==> config.mk <==
export PLATFORM = sky130hd
export DESIGN_NAME = seq_link_table
export DESIGN_NICKNAME = d
export VERILOG_FILES = /design/src/rtl/seqchk_pkg.sv /design/src/rtl/seq_link_table.sv
export SDC_FILE = /design/constraint.sdc
export NUM_CORES = 1
export LEC_CHECK = 0
export BUFFER_PORTS_ARGS = -buffer_cell sky130_fd_sc_hd__buf_4
export CORE_MARGIN = 2
export CORE_UTILIZATION = 35
export DETAILED_ROUTE_END_ITERATION = 12
export PLACE_DENSITY_LB_ADDON = 0.05
export SLEW_MARGIN = 0
export SYNTH_ARGS = -nofsm -noshare
export SYNTH_HDL_FRONTEND = slang
export SYNTH_SLANG_ARGS = --single-unit
==> constraint.sdc <==
create_clock -name clk -period 3.8 [get_ports clk]
set_input_delay 0.57 -clock clk [delete_from_list [all_inputs] [get_ports clk]]
set_output_delay 0.57 -clock clk [all_outputs]
set_load 0.005 [all_outputs]
==> src/rtl/seqchk_pkg.sv <==
// Shared types and helpers for the sequence integrity checker.
// Assumes 8-bit sequence numbers that wrap from 255 to 1.
package seqchk_pkg;

    localparam int SEQ_W = 8;

    typedef enum logic {
        VERD_DROP = 1'b0,
        VERD_PASS = 1'b1
    } verdict_e;

    // Successor in the transmit order: 255 wraps to 1, zero is skipped.
    function automatic logic [SEQ_W-1:0] seq_succ(input logic [SEQ_W-1:0] s);
        return (s == {SEQ_W{1'b1}}) ? {{(SEQ_W-1){1'b0}}, 1'b1} : s + 1'b1;
    endfunction

endpackage

==> src/rtl/seq_link_table.sv <==
// Per-link state: last recorded number, first-frame mark, check enable.
// Assumes one frame update and one config write per cycle at most.
// Reads are combinational, so a write is visible on the next cycle.
module seq_link_table
    import seqchk_pkg::*;
#(
    parameter int LINKS  = 16,
    parameter int LINK_W = $clog2(LINKS)
) (
    input  logic              clk,
    input  logic              rst_n,
    input  logic [LINK_W-1:0] rd_link,
    output logic [SEQ_W-1:0]  rd_prev,
    output logic              rd_first,
    output logic              rd_chk,
    input  logic              wr_en,
    input  logic [LINK_W-1:0] wr_link,
    input  logic [SEQ_W-1:0]  wr_seq,
    input  logic              cfg_we,
    input  logic [LINK_W-1:0] cfg_link,
    input  logic              cfg_chk
);

    logic [SEQ_W-1:0] prev_q [LINKS];
    logic [LINKS-1:0] first_q;
    logic [LINKS-1:0] chk_q;

    // Record the frame's number and clear its first mark; apply config writes.
    always_ff @(posedge clk) begin
        if (!rst_n) begin
            for (int i = 0; i < LINKS; i++) prev_q[i] <= '0;
            first_q <= '1;
            chk_q   <= '1;
        end else begin
            if (wr_en) begin
                prev_q[wr_link]  <= wr_seq;
                first_q[wr_link] <= 1'b0;
            end
            if (cfg_we) chk_q[cfg_link] <= cfg_chk;
        end
    end

    // Combinational lookup for the link under test.
    always_comb begin
        rd_prev  = prev_q[rd_link];
        rd_first = first_q[rd_link];
        rd_chk   = chk_q[rd_link];
    end


    first_cleared_chk: assert property (@(posedge clk) disable iff (!rst_n)
        wr_en |=> !first_q[$past(wr_link)]);


    prev_recorded_chk: assert property (@(posedge clk) disable iff (!rst_n)
        wr_en |=> prev_q[$past(wr_link)] == $past(wr_seq));

endmodule

==> run_results.csv <==
group,metric,value,unit
status,outcome,"completed",
worst_setup_path,crit_required,3.23,ns
logic_synthesis,postSynthCellCount,526,
die,die_area,22600,um2
detailed_routing,firstDrtPassIters,4,
clock_network,cts_resized,0,
timing,fin_tns_setup,0,ns
detailed_routing,postRouteAntennaNets,0,
logic_synthesis,synth_top_area_share,51.2,%
clock_network,cts_sink_count,160,
clock_network,post_cts.repair.setup_buffers,0,
worst_setup_path,crit_top_cell,"sky130_fd_sc_hd__buf_4",
run,max_cap_violations,0,
logic_synthesis,synth-seq-area-share,59.8,%
placement,globalplace.congestion,0.774,
grt,aggregate_global_routing_overflow,0,
timing,setup_viol,0,
worst_setup_path,critPathKind,"primary input to output port",
worst_setup_path,data_arrival_time_at_the_worst_slack_endpoint,2.30,ns
detailed_routing,post-route-drc-count,0,
clock_network,cts_tree,"yes",
placement,detailed_place_hpwl,12600,um
clock_network,tritoncts.num_buffers,17,
logic_synthesis,syn_area,7500,um2
grt,grt_pass1_wl,28900,um
timing,finalCriticalPeriod,2.87,ns
grt,antenna_found_initial,0,
worst_setup_path,crit_fanout,18,
die,fp.dieH,150,um
clock_network,worstSkewPairLatency,0.41,ns
worst_setup_path,crit_path_start_kind,"primary input",
die,chipWidth,150,um
finish,drive_above_1_share,23.8,%
worst_hold_path,hp-class,"flop to flop",
grt,grt_util_all_layers,18.2,%
detailed_routing,dr_total_vias,4318,
finish,finish.instance_area,8690,um2
finish,register_area,4480,um2
clock_network,ctsRootBufferMaster,"sky130_fd_sc_hd__clkbuf_16",
worst_hold_path,hold_path_end,"first_q[8]",
power,power,4060,uW
finish,design.final.nets,592,
detailed_routing,detail_route.iter0.violations,340,
worst_hold_path,min-delay-start,"first_q[8]",
timing,clock_skew,0,ns
worst_setup_path,cp_num_buf_inv,3,
logic_synthesis,netlist_top_cells_area,"sky130_fd_sc_hd__edfxtp_1 51%, sky130_fd_sc_hd__and2_1 11%, sky130_fd_sc_hd__mux4_2 8.7%",
logic_synthesis,synthDominantAreaCellType,"sky130_fd_sc_hd__edfxtp_1",
logic_synthesis,postSynthRegisterBits,160,
clock_network,ctsHoldBuffers,0,
die,ios,35,
timing,worst_slew_margin_rel,55.1,%
timing,worst-slew-pin-transition,0.671,ns
logic_synthesis,synthesis.area_per_instance,14.3,um2
timing,grt_setup_unrepaired,"false",
finish,layoutNonFillerInstCount,855,
power,power.density_cell_area,467,nW/um2
worst_setup_path,reg2reg_to,"chk_q[10]",
worst_setup_path,timing.reg2reg.setup_slack,3.17,ns
clock_network,clkSlewWorstSetupHoldPaths,0.07,ns
worst_setup_path,cp_cell_sequence,"buf_4 -> buf_12 -> mux4_2 -> a22oi_1 -> nand2_1 -> buf_4",
finish,area_growth,15.8,%
finish,total_area_of_multi_input_combinational_cells,2800,um2
clock_network,cts_htree_levels,4,
finish,fillCellCount,1921,
power,worst_supply_voltage_drop_on_vdd,0.268,mV
worst_setup_path,critical_path.reg2reg.startpoint,"chk_q[10]",
detailed_routing,wire_per_inst,22.5,um
grt,first_global_vias,4446,
placement,placedInstanceArea,8090,um2
timing,hold_viol_final,0,
logic_synthesis,synth_unique_cells,34,
power,leakage,0.00315,uW
timing,fmaxAchievable,0.348,GHz
worst_setup_path,cp_top_family,"buffers and inverters",
die,floorplan.initialDensity,35.7,%
worst_setup_path,critical_path.slowest_cell,"sky130_fd_sc_hd__mux4_2",
placement,port_buffers,34,
worst_hold_path,min_path_cells,2,
finish,num_antenna_cells,0,
timing,post-route-period-util,75.5,%
die,fp-row-count,53,
detailed_routing,postRouteWirelength,19200,um
logic_synthesis,yosysWarnings,0,
placement,place.detailed.instances,823,
clock_network,ctsLongestPathBuffers,2,
die,design.core.area,21000,um2
detailed_routing,avgViaCountPerCell,5.05,
placement,pre_cts_ws,0.868,ns
grt,grt_start_max_net_pins,49,
worst_setup_path,crit_path_end_kind,"output port",
logic_synthesis,synth.net_count,551,
worst_setup_path,max_stage_delay,0.56,ns
timing,report.final.slew_viol_count,0,
worst_setup_path,worst-r2r-cell-count,2,
timing,finalWorstSetupSlack,0.930,ns
-- synth_stat cells (all sizes together) --
cell type,count
nand4bb,1
nand3,29
mux4,40
edfxtp,128
nand4,5
and3b,2
inv,16
nand2,12
nor3,4
dfxtp,32
and3,1
o21ai,28
and2,129
buf,14
nand3b,2
or2,1
nor3b,1
or3b,1
nand2b,8
nor2b,4
nand4b,2
a22oi,20
a21oi,16
clkbuf,16
nor2,14
-- worst max path at each step --
stage | start | to | slack (ns) | cells after the start
3_5_place_dp | rd_link[0] | rd_prev[0] | 0.87 | 6
5_1_grt | rd_link[0] | rd_prev[7] | 0.83 | 6
2_1_floorplan | rd_link[0] | rd_prev[0] | 1.63 | 5
3_3_place_gp | rd_link[0] | rd_prev[0] | 0.88 | 6
4_1_cts | rd_link[0] | rd_prev[0] | 0.87 | 6
6_report | rd_link[0] | rd_prev[0] | 0.93 | 6
-- state kept, by name, summed over array words and instances (netlist names) --
signal and cells:
prev_q 128, first_q 16, chk_q 16
-- worst reg2reg max path: stages, from the launching register on --
cell                      delay, ns
sky130_fd_sc_hd__dfxtp_1       0.30
sky130_fd_sc_hd__o21ai_0       0.07
sky130_fd_sc_hd__nand3_1       0.10
-- logic make-up after synthesis --
group / share of synthesized area, %
AND/OR/NAND/NOR: 19.8
flip-flops: 59.8
AO/OA/AOI/OAI: 4.93
buffers and inverters: 2.97
multiplexers: 12.6
-- routing by layer --
| metal | track usage, % | share of wire (%) |
|---|---|---|
| met1 | 26.4 | 47 |
| met4 | 3.54 | 0.50 |
| met3 | 3.58 | 4.7 |
| met5 | 0 | 0 |
| met2 | 28.8 | 48 |
-- placed cells by master (no fill, tap or decap), types with 6 or more instances in the layout --
cell,Yosys,layout
sky130_fd_sc_hd__and2_1,129,129
sky130_fd_sc_hd__edfxtp_1,128,128
sky130_fd_sc_hd__buf_4,2,51
sky130_fd_sc_hd__dfxtp_1,32,32
sky130_fd_sc_hd__nand3_1,29,29
sky130_fd_sc_hd__mux4_2,29,29
sky130_fd_sc_hd__o21ai_0,28,28
sky130_fd_sc_hd__a22oi_1,20,20
sky130_fd_sc_hd__clkbuf_16,0,17
sky130_fd_sc_hd__inv_1,16,16
sky130_fd_sc_hd__a21oi_1,16,16
sky130_fd_sc_hd__nor2_4,12,12
sky130_fd_sc_hd__nand2_1,11,11
sky130_fd_sc_hd__mux4_1,11,11
sky130_fd_sc_hd__nand2b_1,6,6
-- stage by stage --
step                      utilization [%]  hold WS [ns]
after CTS                            41.3         0.446
final                                41.3         0.444
after floorplan                         -         0.421
after global placement               38.5         0.430
after detailed placement             38.5         0.436
after global routing                 41.3         0.464
-- layout make-up --
cell class / count / area share, %
well taps: 275 / 3.96
clock inverters: 12 / 1.55
repair buffers: 52 / 4.64
flip-flops and latches: 160 / 51.6
inverters: 16 / 0.691
multi-input cells: 320 / 32.2
clock buffers: 20 / 5.37
-- report_power, final --
part           switching [uW]  internal [uW]  total (uW)
sequential               24.2           1970        2000
clock                     693           1020        1710
combinational             202            144         347
total                     920           3140        4060
Power figures use the tool's default switching activity.
